### config.mk
export PLATFORM = sky130hd
export DESIGN_NAME = tc_irq_flags
export DESIGN_NICKNAME = d
export VERILOG_FILES = /design/src/rtl/tcirq_pkg.sv /design/src/rtl/tcirq_ctrl.sv /design/src/rtl/tcirq_datapath.sv /design/src/rtl/tc_irq_flags.sv
export SDC_FILE = /design/constraint.sdc
export NUM_CORES = 1
export LEC_CHECK = 0
export ABC_CLOCK_PERIOD_IN_PS = 1820
export CAP_MARGIN = 10
export CORE_AREA = 2 2 39 41
export DETAILED_ROUTE_END_ITERATION = 10
export DIE_AREA = 0 0 41 43
export DONT_BUFFER_PORTS = 1
export GPL_TIMING_DRIVEN = 0
export REMOVE_ABC_BUFFERS = 1
export SYNTH_ARGS = -nofsm -noshare
export SYNTH_HDL_FRONTEND = slang
export SYNTH_HIERARCHICAL = 1
export SYNTH_SLANG_ARGS = --single-unit
### constraint.sdc
create_clock -name clk -period 1.82 [get_ports clk]
set_input_delay 0.182 -clock clk [delete_from_list [all_inputs] [get_ports clk]]
set_output_delay 0.182 -clock clk [all_outputs]
set_load 0.02 [all_outputs]
### src/rtl/tcirq_pkg.sv
package tcirq_pkg;
  localparam int FLAG_W   = 8;
  localparam int BIT_MIX  = 0;
  localparam int BIT_LIN  = 2;
  localparam int BIT_VERT = 3;
  localparam int BIT_FLD1 = 6;
  localparam int BIT_FLD2 = 7;

  function automatic logic [FLAG_W-1:0] bitOf(input int idx);
    logic [FLAG_W-1:0] v;
    v = '0;
    v[idx] = 1'b1;
    return v;
  endfunction

  // flags cleared by a data register read
  localparam logic [FLAG_W-1:0] READ_CLR_MASK = bitOf(BIT_MIX) | bitOf(BIT_LIN) | bitOf(BIT_VERT);
  // flags cleared by the acknowledge command
  localparam logic [FLAG_W-1:0] ACK_CLR_MASK  = bitOf(BIT_FLD1) | bitOf(BIT_FLD2);
  // implemented flag positions
  localparam logic [FLAG_W-1:0] LIVE_MASK     = READ_CLR_MASK | ACK_CLR_MASK;

  typedef struct packed {
    logic [FLAG_W-1:0] setVec;
    logic [FLAG_W-1:0] clrVec;
    logic              maskLoad;
  } ctrlStrobe_t;
endpackage

### src/rtl/tcirq_ctrl.sv
module tcirq_ctrl
  import tcirq_pkg::*;
(
  input  logic              evMixed,
  input  logic              evLinear,
  input  logic              evVert,
  input  logic              evField1,
  input  logic              evField2,
  input  logic              rdMixed,
  input  logic              rdLinear,
  input  logic              rdVert,
  input  logic              ackValid,
  input  logic [FLAG_W-1:0] ackBits,
  input  logic              maskWe,
  output ctrlStrobe_t       strobe
);
  logic [FLAG_W-1:0] readClr;
  logic [FLAG_W-1:0] ackClr;

  always_comb begin
    strobe = '0;
    strobe.setVec[BIT_MIX]  = evMixed;
    strobe.setVec[BIT_LIN]  = evLinear;
    strobe.setVec[BIT_VERT] = evVert;
    strobe.setVec[BIT_FLD1] = evField1;
    strobe.setVec[BIT_FLD2] = evField2;

    readClr = '0;
    readClr[BIT_MIX]  = rdMixed;
    readClr[BIT_LIN]  = rdLinear;
    readClr[BIT_VERT] = rdVert;

    ackClr = ackValid ? (ackBits & ACK_CLR_MASK) : '0;

    strobe.clrVec   = (readClr & READ_CLR_MASK) | ackClr;
    strobe.maskLoad = maskWe;
  end
endmodule

### src/rtl/tcirq_datapath.sv
module tcirq_datapath
  import tcirq_pkg::*;
(
  input  logic              clk,
  input  logic              rstN,
  input  ctrlStrobe_t       strobe,
  input  logic [FLAG_W-1:0] maskData,
  output logic [FLAG_W-1:0] flagQ,
  output logic              irqQ
);
  logic [FLAG_W-1:0] maskQ;

  for (genvar i = 0; i < FLAG_W; i++) begin : g_bit
    if (LIVE_MASK[i]) begin : g_live
      always_ff @(posedge clk) begin
        if (!rstN)                  flagQ[i] <= 1'b0;
        else if (strobe.setVec[i])  flagQ[i] <= 1'b1;
        else if (strobe.clrVec[i])  flagQ[i] <= 1'b0;
        if (!rstN)                  maskQ[i] <= 1'b0;
        else if (strobe.maskLoad)   maskQ[i] <= maskData[i];
      end
    end else begin : g_dead
      assign flagQ[i] = 1'b0;
      assign maskQ[i] = 1'b0;
    end
  end

  always_ff @(posedge clk) begin
    if (!rstN) irqQ <= 1'b0;
    else       irqQ <= |(flagQ & maskQ);
  end

  AST_SET_WINS: assert property (@(posedge clk) disable iff (!rstN)
    strobe.setVec[BIT_LIN] |=> flagQ[BIT_LIN]);
  AST_IRQ_NEEDS_FLAG: assert property (@(posedge clk) disable iff (!rstN)
    irqQ |-> $past(flagQ != '0));
  AST_MASK_QUIET: assert property (@(posedge clk) disable iff (!rstN)
    (maskQ == '0) |=> !irqQ);
endmodule

### src/rtl/tc_irq_flags.sv
module tc_irq_flags
  import tcirq_pkg::*;
(
  input  logic       clk,
  input  logic       rstN,
  input  logic       evMixed,
  input  logic       evLinear,
  input  logic       evVert,
  input  logic       evField1,
  input  logic       evField2,
  input  logic       rdMixed,
  input  logic       rdLinear,
  input  logic       rdVert,
  input  logic       ackValid,
  input  logic [7:0] ackBits,
  input  logic       maskWe,
  input  logic [7:0] maskData,
  output logic [7:0] flagByte,
  output logic       irqOut
);
  ctrlStrobe_t strobe;

  tcirq_ctrl u_ctrl (
    .evMixed  (evMixed),
    .evLinear (evLinear),
    .evVert   (evVert),
    .evField1 (evField1),
    .evField2 (evField2),
    .rdMixed  (rdMixed),
    .rdLinear (rdLinear),
    .rdVert   (rdVert),
    .ackValid (ackValid),
    .ackBits  (ackBits),
    .maskWe   (maskWe),
    .strobe   (strobe)
  );

  tcirq_datapath u_dp (
    .clk      (clk),
    .rstN     (rstN),
    .strobe   (strobe),
    .maskData (maskData),
    .flagQ    (flagByte),
    .irqQ     (irqOut)
  );

  AST_RESERVED_ZERO: assert property (@(posedge clk) disable iff (!rstN)
    (flagByte & ~LIVE_MASK) == '0);
  AST_FIELD_STICKY: assert property (@(posedge clk) disable iff (!rstN)
    (flagByte[BIT_FLD1] && !ackValid) |=> flagByte[BIT_FLD1]);
  AST_READ_CLEARS: assert property (@(posedge clk) disable iff (!rstN)
    (rdVert && !evVert) |=> !flagByte[BIT_VERT]);
  AST_EVENT_SETS: assert property (@(posedge clk) disable iff (!rstN)
    evMixed |=> flagByte[BIT_MIX]);
endmodule

Word level (Yosys, flattened, before mapping). Index checks and enable logic that the tools add are counted.

Equal/unequal tests: 0. Reductions and logical operators: 6. Mux-type cells: 11. Bitwise operators: 2. Multiply operators: 0. Div/mod/pow operators: 0. Shifts and indexed selects: 0. Add/sub/neg operators: 0. $lt $le $gt $ge: 0.

Operator list (count): 2-to-1 mux 1 bit (10); nonzero test 2 bit (5); AND 8 bit (1); 2-to-1 mux 8 bit (1); OR 4 x 8 -> 8 bit (1); OR reduction 8 bit (1).

RAM bits: 0. Latch bits: 0. Output and inout bits: 9. Memories: 0. ROM bits: 0. Word-level logic and storage cells: 30. Input port bits: 28. Register bits after elaboration: 11.

Longest topological paths before layout. Gate-level depths: netlist of the first run.

Word-level depth: 4. Mapped depth: 4.

Hierarchy. The synthesis of the first run kept the hierarchy.

By module, submodules not included: tcirq_datapath (area each 434.2 µm², cells an instance 40, seq. area each 220.2 µm², instances 1); tcirq_ctrl (area each 128.9 µm², cells an instance 18, seq. area each 0.0 µm², instances 1).

Worst setup path before layout of the first run. OpenSTA, ideal clock, no wires.

Path kind: register to register. Start point: reg u_dp.flagQ[2]. End point: reg u_dp.irqQ. Data required time: 1690 ps. Setup slack: 914 ps. Path buffers: 0. Period minus slack after synthesis: 906 ps. Stages on the path, launching flop included: 3. Arrival time: 776 ps. Path through: dfxtp_1 > a222oi_1 > a21boi_1.

Cells in the longest elaborated chain, start to end: 2.

Ends and longest elaborated chain: start, declared (RTL line tcirq_datapath.sv:8) `output logic [FLAG_W-1:0] flagQ,`; start signal, assigned by index (RTL line tcirq_datapath.sv:16) `if (!rstN) flagQ[i] <= 1'b0;`; start signal, assigned by index (RTL line tcirq_datapath.sv:17) `else if (strobe.setVec[i]) flagQ[i] <= 1'b1;`; start signal, assigned by index (RTL line tcirq_datapath.sv:18) `else if (strobe.clrVec[i]) flagQ[i] <= 1'b0;`; AND 8 bit (RTL line tcirq_datapath.sv:30) `else irqQ <= |(flagQ & maskQ);`; OR reduction 8 bit (RTL line tcirq_datapath.sv:30); end signal, assigned (RTL line tcirq_datapath.sv:30); end, declared (RTL line tcirq_datapath.sv:9) `output logic irqQ`.

Every way passes these cells. A chain may end at the register's enable or synchronous reset.

Final worst setup path of the first run. Ends and elaborated chain as after synthesis.

==> results.sh, run 1 <==
export IMPL_die_area_mm2=0.00176
export IMPL_gr_total_overflow=0
export IMPL_grtUsageTotal_pct=9.46
export IMPL_drt_wl_total_um=687
export IMPL_grt_pass1_vias=260
export IMPL_portBuffers=0
export IMPL_final_common_cell="dfxtp_1"
export IMPL_ioPinCount=37
export IMPL_layout_drive_gt1_share_pct=6.98
export IMPL_ys_warn_count=6
export IMPL_postPlaceCellArea_um2=439
export IMPL_start_kind="register"
export IMPL_outcome="completed"
export IMPL_core_mm2=0.00138
export IMPL_fin_area_um2=465
export IMPL_cts_repair_resized=0
export IMPL_critical_path_class="reg2reg"
export IMPL_clk_pin_slew_ns=0.06
export IMPL_n_antenna_cell=0
export IMPL_cts_setup_buffers=0
export IMPL_power_w=0.000464
export IMPL_grt_max_degree=12
export IMPL_clock_fmax_ghz=1.04
export IMPL_via_per_inst=4.61
export IMPL_critical_path_max_fanout=3
export IMPL_ir_worst_vdd_v=0.000328
export IMPL_synthesis_area_um2=514
export IMPL_drc_errors=0
export IMPL_syn_to_final_growth_pct=-9.49
export IMPL_fin_skew_ns=0.00219
export IMPL_syn_inst=51
export IMPL_fill_cells=147
export IMPL_die_h_um=43
export IMPL_vias=272
export IMPL_drtAntennaViolNets=0
export IMPL_final_util_pct=33.6
export IMPL_arrival_ns=1.10
export IMPL_final_cell_mix="11 x dfxtp_1, 10 x nor2b_1, 5 x mux2i_1, 5 x o21a_1"
export IMPL_power_density_mw_per_mm2=997
export IMPL_dp_hpwl_um=556
export IMPL_rows=14
export IMPL_setup_viol=0
export IMPL_max_stage_delay_ns=0.38
export IMPL_fin_crit_sh_pct=53.1
export IMPL_antenna_found_initial=0
export IMPL_start_util_pct=37.2
export IMPL_drtIter0Drc=2
export IMPL_wire_per_inst_um=11.6
export IMPL_rsz0062_at_grt="no"
export IMPL_power_leakage_nw=0.189
export IMPL_cp_top_family="compound AO/OA/AOI/OAI gates"
export IMPL_cts_made_buffers=3
export IMPL_ctsHoldBuffers=0
export IMPL_htree_levels=1
export IMPL_die_w_um=41
export IMPL_grt_pass1_wl_um=1100
export IMPL_slowest_stage="dfxtp_1"
export IMPL_clock_sinks=11
export IMPL_worst_ep_required_time_ns=1.95
export IMPL_crit_chain="a222oi_1 -> a21boi_1"
export IMPL_hold_path_class="in2reg"
export IMPL_syn_avg_cell_area_um2=10.1
export IMPL_gp_congestion=0.607
export IMPL_nets=72
export IMPL_cts_root_buffer="clkbuf_4"
export IMPL_drv_cap=0
export IMPL_finalHoldViolations=0
export IMPL_slew_violations=0
export IMPL_finalSetupTns_ns=0
export IMPL_clockBufferDepth=2
export IMPL_whs_ns=0.0423
export IMPL_post_route_min_period_ns=0.966
export IMPL_cts_tree="built"
export IMPL_clock_latency_ns=0.25
export IMPL_worst_path_buf_inv=0
export IMPL_firstDrtPassIters=4
export IMPL_cp_end_kind="register"
metrics by stage:
| step | instances | worst slack [ns] |
|---|---|---|
| after floorplan | 39 | 0.914 |
| after global placement | 55 | 0.835 |
| after global routing | 59 | 0.767 |
| after detailed placement | 55 | 0.832 |
| final | 59 | 0.854 |
| after CTS | 59 | 0.818 |
power breakdown:
group	total [W]	switching (W)	leakage, nW	internal, W
Sequential	0.000277	0.0000205	0.0913	0.000256
Combinational	0.0000329	0.0000132	0.0822	0.0000196
Clock	0.000154	0.0000699	0.0150	0.0000844
path summary, 6_finish.rpt:
path                               startpoint             to  slack [ns]  cells past startpoint
worst min register to register  u_dp/maskQ[6]  u_dp/maskQ[6]        0.52                      2
worst max-delay path            u_dp/flagQ[2]      u_dp/irqQ        0.85                      2
worst min-delay path                     rstN  u_dp/flagQ[7]        0.04                      1
worst max register to register  u_dp/flagQ[2]      u_dp/irqQ        0.85                      2
per-layer routing:
layer  share of wire, %  vias to the layer above  wire length, um  track usage (%)
met5                  0                        -                0                0
met4                1.7                        0               12             6.00
met3                9.5                        2               65             5.76
met2                 50                       12              343             12.5
met1                 39                      121              265             11.0
li1                   -                      137                -                -
state kept, by name (all words and copies together), names as in the netlist:
name and count:
u_dp/flagQ 5, u_dp/irqQ 1, u_dp/maskQ 5
area by class of cell:
type,instances,area (um2),area share (%)
sequential,11,220,47.3
multi-input combinational,28,199,42.7
clock buffer,4,26.3,5.65
tap,16,20.0,4.30
(Power assumes the default switching activity.)
==> run 2: changes to the inputs <==
--- a/config.mk
+++ b/config.mk
@@ -5,7 +5,7 @@
 export SDC_FILE = /design/constraint.sdc
 export NUM_CORES = 1
 export LEC_CHECK = 0
-export ABC_CLOCK_PERIOD_IN_PS = 1820
+export ABC_CLOCK_PERIOD_IN_PS = 850
 export CAP_MARGIN = 10
 export CORE_AREA = 2 2 39 41
 export DETAILED_ROUTE_END_ITERATION = 10
==> constraint.sdc (replaced) <==
create_clock -name clk -period 0.85 [get_ports clk]
set_input_delay 0.085 -clock clk [delete_from_list [all_inputs] [get_ports clk]]
set_output_delay 0.085 -clock clk [all_outputs]
set_load 0.02 [all_outputs]
==> results.sh, run 2 (same netlist as run 1, synthesis figures left out) <==
export IMPL_largestRegisters="u_dp/flagQ (5), u_dp/maskQ (5), u_dp/irqQ (1)"
export IMPL_gr_total_overflow=0
export IMPL_portBuffers=0
export IMPL_grt_max_degree=12
export IMPL_violations="negative setup slack"
export IMPL_drc_errors=0
export IMPL_clock_fmax_ghz=1.09
export IMPL_drv_cap=0
export IMPL_power_leakage_nw=0.240
export IMPL_drtIter0Drc=3
export IMPL_use_met1_pct=11.3
export IMPL_grt_pass1_wl_um=1260
export IMPL_nets=82
export IMPL_outcome="complete, but fails checks"
export IMPL_wire_per_inst_um=12.0
export IMPL_setup_viol=1
export IMPL_crit_chain="a222oi_1 -> a21boi_1"
export IMPL_max_stage_delay_ns=0.37
export IMPL_critical_path_class="reg2reg"
export IMPL_die_area_mm2=0.00176
export IMPL_antenna_found_initial=0
export IMPL_globalRouteMet2Util_pct=16.6
export IMPL_die_w_um=41
export IMPL_fill_cells=139
export IMPL_start_kind="register"
export IMPL_cts_made_buffers=3
export IMPL_cp_end_kind="register"
export IMPL_fin_area_um2=576
export IMPL_layout_drive_gt1_share_pct=13.2
export IMPL_grtUsageMet3_pct=5.76
export IMPL_n_antenna_cell=0
export IMPL_core_mm2=0.00138
export IMPL_layout_setup_ws_ns=-0.0640
export IMPL_cts_root_buffer="clkbuf_4"
export IMPL_power_density_mw_per_mm2=1810
export IMPL_firstDrtPassIters=4
export IMPL_final_util_pct=41.6
export IMPL_start_util_pct=37.2
export IMPL_grt_pass1_vias=301
export IMPL_syn_to_final_growth_pct=11.9
export IMPL_rows=14
export IMPL_power_w=0.00104
export IMPL_dp_hpwl_um=556
export IMPL_cts_tree="built"
export IMPL_slowest_stage="dfxtp_4"
export IMPL_die_h_um=43
export IMPL_worst_path_buf_inv=0
export IMPL_worst_ep_required_time_ns=0.98
export IMPL_vias=313
export IMPL_slew_violations=0
export IMPL_fin_crit_sh_pct=108
export IMPL_fin_skew_ns=0.00154
export IMPL_grtUsageTotal_pct=10.9
export IMPL_postPlaceCellArea_um2=439
export IMPL_clock_sinks=11
export IMPL_clockBufferDepth=2
export IMPL_gp_congestion=0.607
export IMPL_finalHoldViolations=0
export IMPL_clock_latency_ns=0.25
export IMPL_htree_levels=1
export IMPL_post_route_min_period_ns=0.914
export IMPL_ir_worst_vdd_v=0.000716
export IMPL_clk_pin_slew_ns=0.06
export IMPL_rsz0062_at_grt="yes"
export IMPL_drtAntennaViolNets=0
export IMPL_final_common_cell="nor2b_1"
export IMPL_critical_path_max_fanout=3
export IMPL_via_per_inst=4.54
export IMPL_grt_busiest_layer="met2"
export IMPL_ioPinCount=37
export IMPL_final_cell_mix="10 x nor2b_1, 9 x dlygate4sd3_1, 7 x dfxtp_1, 5 x mux2i_1, 5 x o21a_1"
export IMPL_hold_path_class="in2reg"
export IMPL_arrival_ns=1.04
export IMPL_cp_top_family="compound AO/OA/AOI/OAI gates"
export IMPL_drt_wl_total_um=830
-- run 2: final timing paths --
check | startpoint | endpoint | slack (ns) | cells after the start
max | u_dp/flagQ[2] | u_dp/irqQ | -0.06 | 2
min | maskData[7] | u_dp/maskQ[7] | 0.009 | 2
max reg2reg | u_dp/flagQ[2] | u_dp/irqQ | -0.06 | 2
min reg2reg | u_dp/maskQ[7] | u_dp/maskQ[7] | 0.52 | 2
-- run 2: routing by layer --
layer,wire length [um],part of all wire (%),up-vias
met1,307,37,142
met4,12,1.4,0
li1,-,-,157
met2,442,53,12
met5,0,0,-
met3,66,8.0,2
-- run 2: layout make-up --
| type | instances | area (um2) | area share, % |
|---|---|---|---|
| Sequential cell | 11 | 228 | 39.6 |
| Multi-Input combinational cell | 28 | 199 | 34.6 |
| Timing Repair Buffer | 10 | 103 | 17.8 |
| Clock buffer | 4 | 26.3 | 4.57 |
| Tap cell | 16 | 20.0 | 3.48 |
-- run 2: where the power goes --
group / internal [W] / leakage (nW) / switching, W
combinational: 0.0000726 / 0.133 / 0.0000437
sequential: 0.000551 / 0.0925 / 0.0000449
clock: 0.000181 / 0.0150 / 0.000149
total: 0.000804 / 0.240 / 0.000237
-- run 2: repair_timing --
action	in CTS	in global routing
pin swaps	1	0
setup buffers	0	0
setup endpoints to repair	1	6
hold buffers	7	3
gates resized for setup	2	4
endpoints found under the hold margin	11	2
-- run 2: stage by stage --
| stage | setup TNS [ns] | setup WS, ns | hold slack [ns] | cells |
|---|---|---|---|---|
| after floorplan | -0.0562 | -0.0562 | 0.203 | 39 |
| after global placement | -0.135 | -0.135 | 0.205 | 55 |
| after detailed placement | -0.138 | -0.138 | 0.207 | 55 |
| after CTS | -0.0886 | -0.0886 | 0.0000273 | 66 |
| after global routing | -0.133 | -0.133 | 0.00842 | 69 |
| final | -0.0640 | -0.0640 | 0.00909 | 69 |
